$ cat config.mk
export PLATFORM = sky130hd
export DESIGN_NAME = irq_dispatch
export DESIGN_NICKNAME = d
export VERILOG_FILES = /design/src/rtl/irq_disp_pkg.sv /design/src/rtl/irq_qualify.sv /design/src/rtl/irq_vec_reloc.sv /design/src/rtl/irq_state_next.sv /design/src/rtl/irq_dispatch.sv
export SDC_FILE = /design/constraint.sdc
export NUM_CORES = 1
export LEC_CHECK = 0
export CAP_MARGIN = 15
export CORE_AREA = 2 2 298 300
export CTS_CLUSTER_SIZE = 10
export DETAILED_ROUTE_END_ITERATION = 12
export DIE_AREA = 0 0 300 302
export GPL_TIMING_DRIVEN = 0
export PLACE_DENSITY = 0.47
export SETUP_SLACK_MARGIN = 0.05
export SLEW_MARGIN = 20
export SYNTH_ARGS = -nofsm -noshare
export SYNTH_HDL_FRONTEND = slang
export SYNTH_SLANG_ARGS = --single-unit
$ cat constraint.sdc
create_clock -name clk -period 0.8 [get_ports clk]
set_clock_uncertainty 0.05 [all_clocks]
set_input_delay 0.12 -clock clk [delete_from_list [all_inputs] [get_ports clk]]
set_output_delay 0.12 -clock clk [all_outputs]
set_load 0.02 [all_outputs]
$ cat src/rtl/irq_disp_pkg.sv
package irq_disp_pkg;
    typedef enum logic [1:0] {
        XC_NONE   = 2'd0,
        XC_USER   = 2'd1,
        XC_KERNEL = 2'd2,
        XC_DOUBLE = 2'd3
    } xclass_e;

    // status word layout
    localparam int PS_LVL_W = 4;
    localparam int PS_EXCM  = 4;
    localparam int PS_UM    = 5;
endpackage

$ cat src/rtl/irq_qualify.sv
module irq_qualify #(
    parameter int NLEVELS = 6,
    parameter int NIRQ    = 32,
    parameter int LVL_W   = 4
) (
    input  logic [LVL_W-1:0]            pend_level,
    input  logic [LVL_W-1:0]            cur_level,
    input  logic [(NLEVELS+1)*NIRQ-1:0] level_mask,
    input  logic [NIRQ-1:0]             intset,
    input  logic [NIRQ-1:0]             intenable,
    output logic                        take
);
    localparam logic [LVL_W:0] MAX_LVL = (LVL_W+1)'(NLEVELS);

    logic [NIRQ-1:0] lvl_hit [NLEVELS+1];
    logic [NIRQ-1:0] sel_mask;

    // one mask slice per level, gated by the level decode
    for (genvar l = 0; l <= NLEVELS; l++) begin : g_lvl
        assign lvl_hit[l] = (pend_level == LVL_W'(l)) ? level_mask[l*NIRQ +: NIRQ] : '0;
    end

    always_comb begin
        sel_mask = '0;
        for (int l = 0; l <= NLEVELS; l++) begin
            sel_mask = sel_mask | lvl_hit[l];
        end
    end

    assign take = (pend_level > cur_level)
               && ({1'b0, pend_level} <= MAX_LVL)
               && (|(sel_mask & intset & intenable));
endmodule

$ cat src/rtl/irq_vec_reloc.sv
module irq_vec_reloc #(
    parameter int          NLEVELS     = 6,
    parameter int          LVL_W       = 4,
    parameter int          DW          = 32,
    parameter bit          RELOC       = 1'b1,
    parameter logic [31:0] DEF_VECBASE = 32'h4000_0000
) (
    input  logic [LVL_W-1:0]          level,
    input  logic [(NLEVELS+1)*DW-1:0] vec_tbl,
    input  logic [DW-1:0]             vecbase,
    output logic [DW-1:0]             target
);
    logic [DW-1:0] raw_vec;

    always_comb begin
        raw_vec = '0;
        for (int l = 0; l <= NLEVELS; l++) begin
            if (level == LVL_W'(l)) raw_vec = vec_tbl[l*DW +: DW];
        end
    end

    if (RELOC) begin : g_reloc
        assign target = raw_vec - DW'(DEF_VECBASE) + vecbase;
    end else begin : g_fixed
        assign target = raw_vec;
    end
endmodule

$ cat src/rtl/irq_state_next.sv
module irq_state_next
    import irq_disp_pkg::*;
#(
    parameter int LVL_W    = 4,
    parameter int DW       = 32,
    parameter int CAUSE_W  = 6,
    parameter int L1_CAUSE = 4,
    parameter bit HAS_DEPC = 1'b1
) (
    input  logic [LVL_W-1:0]   level,
    input  logic [DW-1:0]      ps,
    input  logic [DW-1:0]      pc,
    input  logic [DW-1:0]      target,
    output logic               pc_wr,
    output logic [DW-1:0]      pc_new,
    output logic [DW-1:0]      ps_new,
    output logic               epc_wr,
    output logic               depc_wr,
    output logic               eps_wr,
    output logic [LVL_W-1:0]   save_idx,
    output logic [DW-1:0]      save_pc,
    output logic [DW-1:0]      save_ps,
    output logic               cause_wr,
    output logic [CAUSE_W-1:0] cause,
    output xclass_e            cls
);
    logic hi_lvl;
    logic dbl;
    logic dbl_to_depc;

    assign hi_lvl = (level > LVL_W'(1));
    assign dbl    = !hi_lvl && ps[PS_EXCM];

    if (HAS_DEPC) begin : g_depc
        assign dbl_to_depc = dbl;
    end else begin : g_no_depc
        assign dbl_to_depc = 1'b0;
    end

    always_comb begin
        pc_wr    = hi_lvl;
        pc_new   = hi_lvl ? target : pc;
        ps_new   = ps;
        ps_new[PS_EXCM] = 1'b1;
        if (hi_lvl) ps_new[PS_LVL_W-1:0] = PS_LVL_W'(level);
        eps_wr   = hi_lvl;
        depc_wr  = dbl_to_depc;
        epc_wr   = !dbl_to_depc;
        save_idx = hi_lvl ? level : LVL_W'(1);
        save_pc  = pc;
        save_ps  = ps;
        cause_wr = !hi_lvl;
        cause    = hi_lvl ? '0 : CAUSE_W'(L1_CAUSE);
        if (hi_lvl)          cls = XC_NONE;
        else if (dbl)        cls = XC_DOUBLE;
        else if (ps[PS_UM])  cls = XC_USER;
        else                 cls = XC_KERNEL;
    end
endmodule

$ cat src/rtl/irq_dispatch.sv
module irq_dispatch
    import irq_disp_pkg::*;
#(
    parameter int          NLEVELS     = 6,
    parameter int          NIRQ        = 32,
    parameter int          LVL_W       = 4,
    parameter int          DW          = 32,
    parameter int          CAUSE_W     = 6,
    parameter int          L1_CAUSE    = 4,
    parameter bit          HAS_DEPC    = 1'b1,
    parameter bit          RELOC       = 1'b1,
    parameter logic [31:0] DEF_VECBASE = 32'h4000_0000
) (
    input  logic                        clk,
    input  logic                        rst_n,
    input  logic                        eval,
    input  logic [LVL_W-1:0]            pend_level,
    input  logic [LVL_W-1:0]            cur_level,
    input  logic [NIRQ-1:0]             intset,
    input  logic [NIRQ-1:0]             intenable,
    input  logic [(NLEVELS+1)*NIRQ-1:0] level_mask,
    input  logic [DW-1:0]               ps_in,
    input  logic [DW-1:0]               pc_in,
    input  logic [DW-1:0]               vecbase,
    input  logic [(NLEVELS+1)*DW-1:0]   vec_tbl,
    output logic                        taken,
    output logic                        pc_wr,
    output logic [DW-1:0]               pc_new,
    output logic                        ps_wr,
    output logic [DW-1:0]               ps_new,
    output logic                        epc_wr,
    output logic                        depc_wr,
    output logic                        eps_wr,
    output logic [LVL_W-1:0]            save_idx,
    output logic [DW-1:0]               save_pc,
    output logic [DW-1:0]               save_ps,
    output logic                        cause_wr,
    output logic [CAUSE_W-1:0]          cause,
    output logic [1:0]                  exc_class
);
    typedef struct packed {
        logic               taken;
        logic               pc_wr;
        logic               ps_wr;
        logic               epc_wr;
        logic               depc_wr;
        logic               eps_wr;
        logic               cause_wr;
        logic [DW-1:0]      pc_new;
        logic [DW-1:0]      ps_new;
        logic [DW-1:0]      save_pc;
        logic [DW-1:0]      save_ps;
        logic [LVL_W-1:0]   save_idx;
        logic [CAUSE_W-1:0] cause;
        xclass_e            cls;
    } disp_t;

    disp_t d, q;

    logic               take;
    logic [DW-1:0]      vec_target;
    logic               nx_pc_wr, nx_epc_wr, nx_depc_wr, nx_eps_wr, nx_cause_wr;
    logic [DW-1:0]      nx_pc, nx_ps, nx_save_pc, nx_save_ps;
    logic [LVL_W-1:0]   nx_idx;
    logic [CAUSE_W-1:0] nx_cause;
    xclass_e            nx_cls;

    irq_qualify #(.NLEVELS(NLEVELS), .NIRQ(NIRQ), .LVL_W(LVL_W)) u_qual (
        .pend_level (pend_level),
        .cur_level  (cur_level),
        .level_mask (level_mask),
        .intset     (intset),
        .intenable  (intenable),
        .take       (take)
    );

    irq_vec_reloc #(
        .NLEVELS(NLEVELS), .LVL_W(LVL_W), .DW(DW),
        .RELOC(RELOC), .DEF_VECBASE(DEF_VECBASE)
    ) u_vec (
        .level   (pend_level),
        .vec_tbl (vec_tbl),
        .vecbase (vecbase),
        .target  (vec_target)
    );

    irq_state_next #(
        .LVL_W(LVL_W), .DW(DW), .CAUSE_W(CAUSE_W),
        .L1_CAUSE(L1_CAUSE), .HAS_DEPC(HAS_DEPC)
    ) u_next (
        .level    (pend_level),
        .ps       (ps_in),
        .pc       (pc_in),
        .target   (vec_target),
        .pc_wr    (nx_pc_wr),
        .pc_new   (nx_pc),
        .ps_new   (nx_ps),
        .epc_wr   (nx_epc_wr),
        .depc_wr  (nx_depc_wr),
        .eps_wr   (nx_eps_wr),
        .save_idx (nx_idx),
        .save_pc  (nx_save_pc),
        .save_ps  (nx_save_ps),
        .cause_wr (nx_cause_wr),
        .cause    (nx_cause),
        .cls      (nx_cls)
    );

    always_comb begin
        d          = q;
        d.taken    = 1'b0;
        d.pc_wr    = 1'b0;
        d.ps_wr    = 1'b0;
        d.epc_wr   = 1'b0;
        d.depc_wr  = 1'b0;
        d.eps_wr   = 1'b0;
        d.cause_wr = 1'b0;
        if (eval && take) begin
            d.taken    = 1'b1;
            d.pc_wr    = nx_pc_wr;
            d.ps_wr    = 1'b1;
            d.epc_wr   = nx_epc_wr;
            d.depc_wr  = nx_depc_wr;
            d.eps_wr   = nx_eps_wr;
            d.cause_wr = nx_cause_wr;
            d.pc_new   = nx_pc;
            d.ps_new   = nx_ps;
            d.save_pc  = nx_save_pc;
            d.save_ps  = nx_save_ps;
            d.save_idx = nx_idx;
            d.cause    = nx_cause;
            d.cls      = nx_cls;
        end
    end

    always_ff @(posedge clk or negedge rst_n) begin
        if (!rst_n) q <= '0;
        else        q <= d;
    end

    assign taken     = q.taken;
    assign pc_wr     = q.pc_wr;
    assign pc_new    = q.pc_new;
    assign ps_wr     = q.ps_wr;
    assign ps_new    = q.ps_new;
    assign epc_wr    = q.epc_wr;
    assign depc_wr   = q.depc_wr;
    assign eps_wr    = q.eps_wr;
    assign save_idx  = q.save_idx;
    assign save_pc   = q.save_pc;
    assign save_ps   = q.save_ps;
    assign cause_wr  = q.cause_wr;
    assign cause     = q.cause;
    assign exc_class = q.cls;
endmodule

# Word level (Yosys, flattened, before mapping)
# Cells that the tools add are included.
# Widths: inputs -> output; s select.
[totals]
register_bits = 147
latch_bits = 0
ramBits = 0
mem_bits_ro = 0
output_inout_bits = 147
n_memories = 0
[classes]
n_addsub = 2
mul = 0
div_mod_pow = 0
n_lt_le_gt_ge = 3
n_eq_ne = 6
n_shift = 0
muxes = 22
bitwise = 8
reduce_logical = 8
[op_table]
columns = ["cell", "count"]
rows = [
  ["$mux 32", 15],
  ["$or 32x32->32", 6],
  ["$mux 147", 1],
  ["$and 32x32->32", 2],
  ["$add 32x32->32", 1],
  ["$reduce_or 32->1", 1],
  ["$sub 32x31->32 const B", 1],
  ["$eq 4x3->1 const B", 3],
  ["$eq 4x2->1 const B", 2],
  ["$mux 4", 2],
  ["$mux 2", 3],
  ["$eq 4x1->1 const B", 1],
  ["$gt 4x1->1 const B", 1],
  ["$gt 4x4->1", 1],
  ["$le 4x3->1 const B", 1],
  ["$logic_and 1x1->1", 4],
  ["$logic_not 4->1", 1],
  ["$mux 3", 1],
  ["$logic_not 1->1", 2],
]

# Longest topological paths before layout
# Gate-level depths: netlist of the first run.
[depth]
depth_word = 14
mapped_depth = 24
ltp_nobuf = 21

# Modules after synthesis
# From an unflattened synthesis of the first run, not the netlist that was laid out.
[unflattened]
hier_cells = 1106
hier_area_um2 = 11751.3
[modules_own_cells]
columns = ["mod", "n_inst", "cells_per_inst", "area_per_inst_um2", "seq_area_each_um2"]
rows = [
  ["irq_dispatch", 1, 309, 5766.8, 3653.5],
  ["irq_vec_reloc", 1, 429, 3209.3, 0.0],
  ["irq_qualify", 1, 212, 1467.7, 0.0],
  ["irq_state_next", 1, 156, 1307.5, 0.0],
]

# Worst setup path after synthesis of the first run
# Ideal clock, no wire load.
[synth_path]
path_type = "input port to flip-flop"
start = "input port pend_level[0]"
end = "register q (netlist bit pc_new[31])"
setup_ns = 0.125
arrival_ns = 4.831
t_required_ns = 0.625
path_slack_ns = -4.206
path_stages = 23
path_buffers = 5
path_cell_list = "buf_2 -> buf_6 -> buf_6 -> buf_2 -> buf_1 -> mux2_2 -> a221o_1 -> o21ai_0 -> nand3_1 -> o21ai_0 -> nand2_1 -> ha_1 -> ha_1 -> nor3_1 -> or3_1 -> a21oi_1 -> a21oi_1 -> a211oi_1 -> a221o_1 -> nand2_1 -> a211o_1 -> o311a_1 -> mux2_4"
[synth_between]
elab_chain_cells = 13
elab_cells_between_ends = 39
classes_between = "add/sub: 2; order compare: 3; eq/ne: 6; mux: 15; bitwise: 8; reduce/logical: 5"
[synth_rtl]
columns = ["item", "line_no", "source"]
rows = [
  ["start: declaration", "irq_dispatch.sv:17", "input logic [LVL_W-1:0] pend_level,"],
  ["parallel branches: the longest is 13 deep, another holds $sub 32x31->32", "-", ""],
  ["end signal: assignment", "irq_dispatch.sv:137", "if (!rst_n) q <= '0;"],
  ["end signal: assignment", "irq_dispatch.sv:138", "else q <= d;"],
  ["end: declaration", "irq_dispatch.sv:58", "disp_t d, q;"],
]
# Parallel ways; which one is timed is not known.
# A chain may end at the register's enable or synchronous reset.

# Worst setup path in the final report of the first run
# Same ends and word-level chain as after synthesis.

==> results.sh, run 1 <==
export IMPL_die_height_um=302
export IMPL_first_global_vias=14200
export IMPL_wl_um=84800
export IMPL_hold_class="primary input to async pin"
export IMPL_crit_chain="buf_12 -> buf_12 -> buf_12 -> buf_16 -> buf_12 -> mux2_4 -> a221o_1 -> o21ai_1 -> nand3_1 -> o21ai_2 -> nand2_2 -> ha_4 -> ha_4 -> nand3_4 -> or3_4 -> a21oi_4 -> a21oi_2 -> a211oi_2 -> a221o_1 -> nand2_2 -> a211o_1 -> o311a_1 -> mux2_4"
export IMPL_layout_commonest_cell="clkdlybuf4s50_1"
export IMPL_hold_viol_final=113
export IMPL_drive_gt1_share_pct=36.4
export IMPL_critPathMaxFanout=6
export IMPL_criticalPathCategory="primary input to flop"
export IMPL_intPower_mw=29.0
export IMPL_critPathArrivalTime_ps=4580
export IMPL_grtUsageTotal_pct=17.2
export IMPL_fin_hold_ws_ps=-520
export IMPL_ir_drop_uv=1610
export IMPL_routedWlPerCell_um=26.0
export IMPL_cts_tree="built"
export IMPL_initial_core_util_pct=11.6
export IMPL_clk_latency_ps=450
export IMPL_worst_path_most_repeated_cell="buf_12"
export IMPL_n_fill_cell=9259
export IMPL_end_kind="flop"
export IMPL_cts_made_buffers=17
export IMPL_gr_total_overflow=0
export IMPL_grt_max_degree=84
export IMPL_synth_area_mm2=0.0102
export IMPL_num_vias=13600
export IMPL_cts_clk_slew_worst_paths_ps=70
export IMPL_placed_area_mm2=0.0196
export IMPL_seq_area_frac_synth_pct=27.8
export IMPL_period_share_pct=536
export IMPL_period_needed_ps=4290
export IMPL_setup_tns_ps=-310340
export IMPL_clock_power_share_pct=16.1
export IMPL_yosysWarnings=0
export IMPL_via_per_inst=4.16
export IMPL_critPathMaxStageDelay_ps=350
export IMPL_cts_sinks=113
export IMPL_violations="hold timing, setup timing"
export IMPL_layout_common_cells="clkdlybuf4s50_1 (603), buf_6 (191), buf_4 (134), nand2_1 (121), dfrtp_1 (111)"
export IMPL_fin_area_mm2=0.0240
export IMPL_clock_root_buffer="clkbuf_16"
export IMPL_die_area_mm2=0.0906
export IMPL_clock_path_buffers=2
export IMPL_die_w_um=300
export IMPL_cts_htree_levels=4
export IMPL_synth_edf_count=0
export IMPL_start_kind="primary input"
export IMPL_p_switching_mw=17.3
export IMPL_power_leakage_nw=9.73
export IMPL_antenna_found_initial=18
export IMPL_worstMarginPinSlew_ps=1100
export IMPL_yosysTopAreaCellShare_pct=27.8
export IMPL_rsz0062_at_grt="yes"
export IMPL_pwr_share_comb_pct=62.0
export IMPL_avgSynthCellArea_um2=9.00
export IMPL_fmax_mhz=233
export IMPL_switching_share_pct=37.4
export IMPL_ant_nets=0
export IMPL_power_density_mw_per_mm2=1930
export IMPL_io_pins=766
export IMPL_slew_headroom_pct=26.4
export IMPL_core_mm2=0.0876
export IMPL_dp_hpwl_um=68600
export IMPL_drcViolationCount=0
export IMPL_cp_slowest_cell="o311a_1"
export IMPL_place_congestion=0.905
export IMPL_ys_types=70
export IMPL_dr_first_iter_drc_count=823
export IMPL_synth_top_area_cell="dfrtp_1"
export IMPL_drv_cap=0
export IMPL_setup_viol=255
export IMPL_dr_pass1_iters=6
export IMPL_rows=109
export IMPL_ys_seq_elements=113
export IMPL_num_nets_final=2761
export IMPL_io_buffers=759
export IMPL_cp_required_ps=1090
export IMPL_fin_ws_ps=-3490
export IMPL_async_flop_share_pct=100
export IMPL_syn2layout_area_growth_pct=136
export IMPL_run_status="finished with violations"
export IMPL_syn_inst=1129
export IMPL_place_ws_ps=-6560
export IMPL_power_frac_seq_pct=21.9
export IMPL_slew_violations=0
export IMPL_ys_flop_type="dfrtp_1"
export IMPL_grt_pass1_wl_um=109000
export IMPL_ys_top_cells_by_area="dfrtp_1 (28%), ha_1 (8.0%), mux2_2 (7.3%)"
metal layers:
metal | wire length (um) | vias to the layer above | global-route usage [%]
met1 | 33500 | 6623 | 20.1
met4 | 2080 | 16 | 4.50
li1 | - | 6161 | -
met2 | 42800 | 650 | 30.9
met3 | 6310 | 102 | 4.75
met5 | 114 | - | 0
power by group through the flow:
| stage | Combinational, mW | Sequential, mW | Clock, mW |
|---|---|---|---|
| 2_1_floorplan | 7.84 | 12.3 | 0 |
| 3_3_place_gp | 22.6 | 9.53 | 0 |
| 3_5_place_dp | 22.7 | 9.67 | 0 |
| 4_1_cts | 24.6 | 9.60 | 7.69 |
| 5_1_grt | 30.2 | 10.4 | 7.89 |
| 6_report | 28.7 | 10.1 | 7.47 |
worst max-delay path: cells and delay by family:
kind | cells | cell delay (ps)
AOI/OAI and AO/OA | 9 | 1970
adders and majority gates | 2 | 520
buffers and inverters | 5 | 630
muxes | 2 | 570
and+or+nand+nor | 5 | 750
synthesized netlist by cell type (12+ instances only):
cell type,n
buf_2,26
nor2_1,72
nand3_1,43
dfrtp_1,113
ha_1,65
o211ai_1,13
nand2_1,142
a222oi_1,26
buf_4,34
inv_1,21
a21oi_1,64
a31oi_1,25
a22oi_1,39
a221o_1,27
o21ai_0,75
mux2i_1,27
mux2_2,66
xnor2_1,12
clkbuf_1,34
mux2_4,40
layout make-up:
cell class / instances / area, um2 / area share [%]
clock buffers: 20 / 457 / 1.90
plain buffers: 106 / 1360 / 5.67
flip-flops and latches: 113 / 2830 / 11.8
clock inverters: 10 / 88.8 / 0.370
inverters: 21 / 78.8 / 0.328
multi-input cells: 887 / 8160 / 34.0
repair buffers: 930 / 9560 / 39.8
well taps: 1165 / 1460 / 6.07
diodes: 5 / 12.5 / 0.0521
final timing paths:
kind	startpoint	end	slack [ps]	cells past startpoint
worst max register to register	save_idx[2]	save_idx[2]	-250	3
worst min register to register	save_idx[3]	save_idx[3]	480	1
min in group clk	ps_in[6]	ps_new[6]	230	2
worst max-delay path	pend_level[0]	pc_new[31]	-3490	23
worst min-delay path	rst_n	save_pc[3]	-520	1
max in group asynchronous	rst_n	ps_new[18]	400	2
registers in the layout, indices dropped and copies added, names as in the netlist:
signal     count
cause_wr       1
save_idx       4
eps_wr         1
ps_new        32
epc_wr         1
save_ps        5
save_pc       32
cause          1
ps_wr          1
depc_wr        1
exc_class      2
pc_new        32
repair_timing:
item	4_1_cts	5_1_grt
gates cloned	6	11
gates resized for setup	378	856
hold endpoints to repair	113	107
buffers inserted	69	86
setup endpoints to repair	255	255
pin swaps	82	97
cell families (layout without fill, tap and decap cells):
logic type | count (synthesis) | in the layout | synth area share [%]
XOR/XNOR | 20 | 20 | 1.72
other | 1 | 10 | 0.0369
AND/OR/NAND/NOR | 311 | 311 | 13.7
buffers and inverters | 133 | 1087 | 7.09
adder cells (fa/ha/maj) | 66 | 66 | 8.20
AO/OA/AOI/OAI | 341 | 341 | 23.2
multiplexers | 144 | 144 | 18.2
flip-flops | 113 | 113 | 27.8
through the flow:
step / total power, mW / instances / utilization, % / hold slack, ps
after floorplan: 20.1 / 1133 / - / -226
after global placement: 32.2 / 3057 / 22.3 / 410
after detailed placement: 32.4 / 3059 / 22.3 / -27.3
after CTS: 41.9 / 3162 / 25.2 / -521
after global routing: 48.4 / 3254 / 27.4 / -510
final: 46.3 / 3257 / 27.4 / -520
No activity file was read; power rests on OpenSTA's default activity.
==> inputs of run 2 (changes only) <==
--- a/config.mk
+++ b/config.mk
@@ -11,6 +11,7 @@
 export DETAILED_ROUTE_END_ITERATION = 12
 export DIE_AREA = 0 0 300 302
 export GPL_TIMING_DRIVEN = 0
+export HOLD_SLACK_MARGIN = 0.06
 export PLACE_DENSITY = 0.47
 export SETUP_SLACK_MARGIN = 0.05
 export SLEW_MARGIN = 20
==> results of run 2 <==
Same layout as run 1: the final DEF is identical, and so are final timing and power.
==> inputs of run 3 (changes only) <==
--- a/config.mk
+++ b/config.mk
@@ -18,3 +18,4 @@
 export SYNTH_ARGS = -nofsm -noshare
 export SYNTH_HDL_FRONTEND = slang
 export SYNTH_SLANG_ARGS = --single-unit
+export TNS_END_PERCENT = 5
==> run 3 against run 2 <==
Effect of this change: the run still ends with hold timing, setup timing left; routed wire length is 1.8% lower; clock power is 8.6% higher; die area stayed put; register-to-register slack better by 180 ps; non-clock buffer count is 106 lower; sequential share of layout area is 1.3 points higher; design area is 9.9% lower; combinational power is 18% lower; global-route usage is 0.16 points higher; via count is 3.9% lower; largest cell class unchanged; first-iteration DRC count is 18% higher; maximum frequency is 0.20% higher.
==> results.sh, run 3 (synthesized netlist as in run 1, its figures left out) <==
export IMPL_initial_core_util_pct=11.6
export IMPL_power_density_mw_per_mm2=1900
export IMPL_critPathArrivalTime_ps=4550
export IMPL_hold_viol_final=79
export IMPL_switching_share_pct=38.3
export IMPL_cts_tree="built"
export IMPL_syn2layout_area_growth_pct=113
export IMPL_power_leakage_nw=8.73
export IMPL_dr_first_iter_drc_count=973
export IMPL_dr_pass1_iters=7
export IMPL_slew_headroom_pct=37.0
export IMPL_die_w_um=300
export IMPL_slew_violations=0
export IMPL_gr_total_overflow=0
export IMPL_start_kind="primary input"
export IMPL_grtUsageTotal_pct=17.4
export IMPL_clock_path_buffers=2
export IMPL_ir_drop_uv=1380
export IMPL_ant_nets=0
export IMPL_drcViolationCount=0
export IMPL_die_area_mm2=0.0906
export IMPL_grt_max_degree=58
export IMPL_fin_ws_ps=-3480
export IMPL_fin_area_mm2=0.0216
export IMPL_num_vias=13000
export IMPL_layout_common_cells="clkdlybuf4s50_1 (613), nand2_1 (129), dfrtp_1 (113), buf_6 (95), buf_4 (83)"
export IMPL_wl_um=83300
export IMPL_antenna_found_initial=27
export IMPL_clock_power_share_pct=19.7
export IMPL_violations="hold timing, setup timing"
export IMPL_rows=109
export IMPL_pwr_share_comb_pct=56.8
export IMPL_fmax_mhz=234
export IMPL_end_kind="flop"
export IMPL_p_switching_mw=15.8
export IMPL_critPathMaxFanout=10
export IMPL_cts_clk_slew_worst_paths_ps=70
export IMPL_run_status="finished with violations"
export IMPL_hold_class="primary input to async pin"
export IMPL_die_height_um=302
export IMPL_cp_required_ps=1070
export IMPL_via_per_inst=4.13
export IMPL_core_mm2=0.0876
export IMPL_criticalPathCategory="primary input to flop"
export IMPL_fin_hold_ws_ps=-445
export IMPL_period_needed_ps=4280
export IMPL_clock_root_buffer="clkbuf_16"
export IMPL_placed_area_mm2=0.0195
export IMPL_intPower_mw=25.4
export IMPL_routedWlPerCell_um=26.4
export IMPL_worstMarginPinSlew_ps=945
export IMPL_cts_sinks=113
export IMPL_cts_made_buffers=17
export IMPL_period_share_pct=535
export IMPL_num_nets_final=2655
export IMPL_clk_latency_ps=440
export IMPL_layout_commonest_cell="clkdlybuf4s50_1"
export IMPL_rsz0062_at_grt="yes"
export IMPL_io_buffers=759
export IMPL_io_pins=766
export IMPL_grt_pass1_wl_um=109000
export IMPL_drv_cap=0
export IMPL_dp_hpwl_um=70000
export IMPL_place_congestion=0.892
export IMPL_drive_gt1_share_pct=29.8
export IMPL_cts_htree_levels=4
export IMPL_setup_viol=255
export IMPL_power_frac_seq_pct=23.6
export IMPL_first_global_vias=13600
-- run 3: final cells by class --
cell class | count | area [um2]
antenna | 8 | 20.0
buffer | 109 | 1080
clock buffer | 21 | 470
clock inverter | 9 | 133
fill | 9458 | 65900
inverter | 21 | 78.8
multi-input combinational | 887 | 7540
sequential | 113 | 2830
tap | 1165 | 1460
timing repair buffer | 821 | 8040
-- run 3: final timing paths --
| kind | startpoint | to | slack (ps) | depth (start not counted) |
|---|---|---|---|---|
| worst min register to register | pc_new[20] | pc_new[20] | 450 | 1 |
| min in group clk | ps_in[31] | ps_new[31] | 250 | 2 |
| worst max-delay path | pend_level[2] | pc_new[31] | -3480 | 24 |
| worst min-delay path | rst_n | save_pc[10] | -440 | 1 |
| max in group asynchronous | rst_n | ps_new[21] | 420 | 2 |
| worst max register to register | ps_new[11] | ps_new[11] | -70 | 1 |
-- run 3: per-stage QoR --
step | setup TNS (ps) | cells | power [mW] | setup slack (ps) | util [%]
after global routing | -360810 | 3148 | 43.4 | -3630 | 24.7
after detailed placement | -634960 | 3058 | 32.4 | -6730 | 22.3
after CTS | -367310 | 3136 | 40.9 | -3580 | 24.2
final | -344390 | 3154 | 41.2 | -3480 | 24.7
after global placement | -1259230 | 3057 | 32.2 | -7000 | 22.2
after floorplan | -232710 | 1133 | 20.1 | -3450 | -
-- run 3: timing repair --
item	4_1_cts	5_1_grt
gates resized for setup	750	123
gates cloned	3	0
setup buffers	47	12
endpoints found under the hold margin	113	63
pin swaps	52	50
setup endpoints to repair	255	255
-- run 3: critical path: stages --
cell,delay (ps)
buf_6,140
buf_12,160
buf_12,160
buf_12,120
nor3_4,40
buf_12,140
clkbuf_8,150
a221o_1,330
o21ai_2,90
nand3_1,120
o21ai_2,90
nand2_2,110
ha_4,260
ha_4,300
nor3_2,60
or3_4,400
a21oi_4,140
a21oi_2,70
a211oi_2,230
a221o_1,260
nand2_2,80
a211o_1,340
o311a_1,330
mux2_4,270
-- run 3: power groups by stage --
stage,sequential (mW),combinational (mW),clock (mW)
finish,9.72,23.4,8.11
global route,10.0,24.8,8.61
floorplan,12.3,7.81,0
global placement,9.51,22.7,0
CTS,9.67,22.9,8.38
detailed placement,9.63,22.7,0
-- run 3: routing by layer --
layer,vias up,global-route usage [%],wire length (um)
met3,78,4.22,5790
met1,6404,21.8,35000
met5,-,0,146
met4,24,4.00,1410
li1,5954,-,-
met2,566,30.0,40900
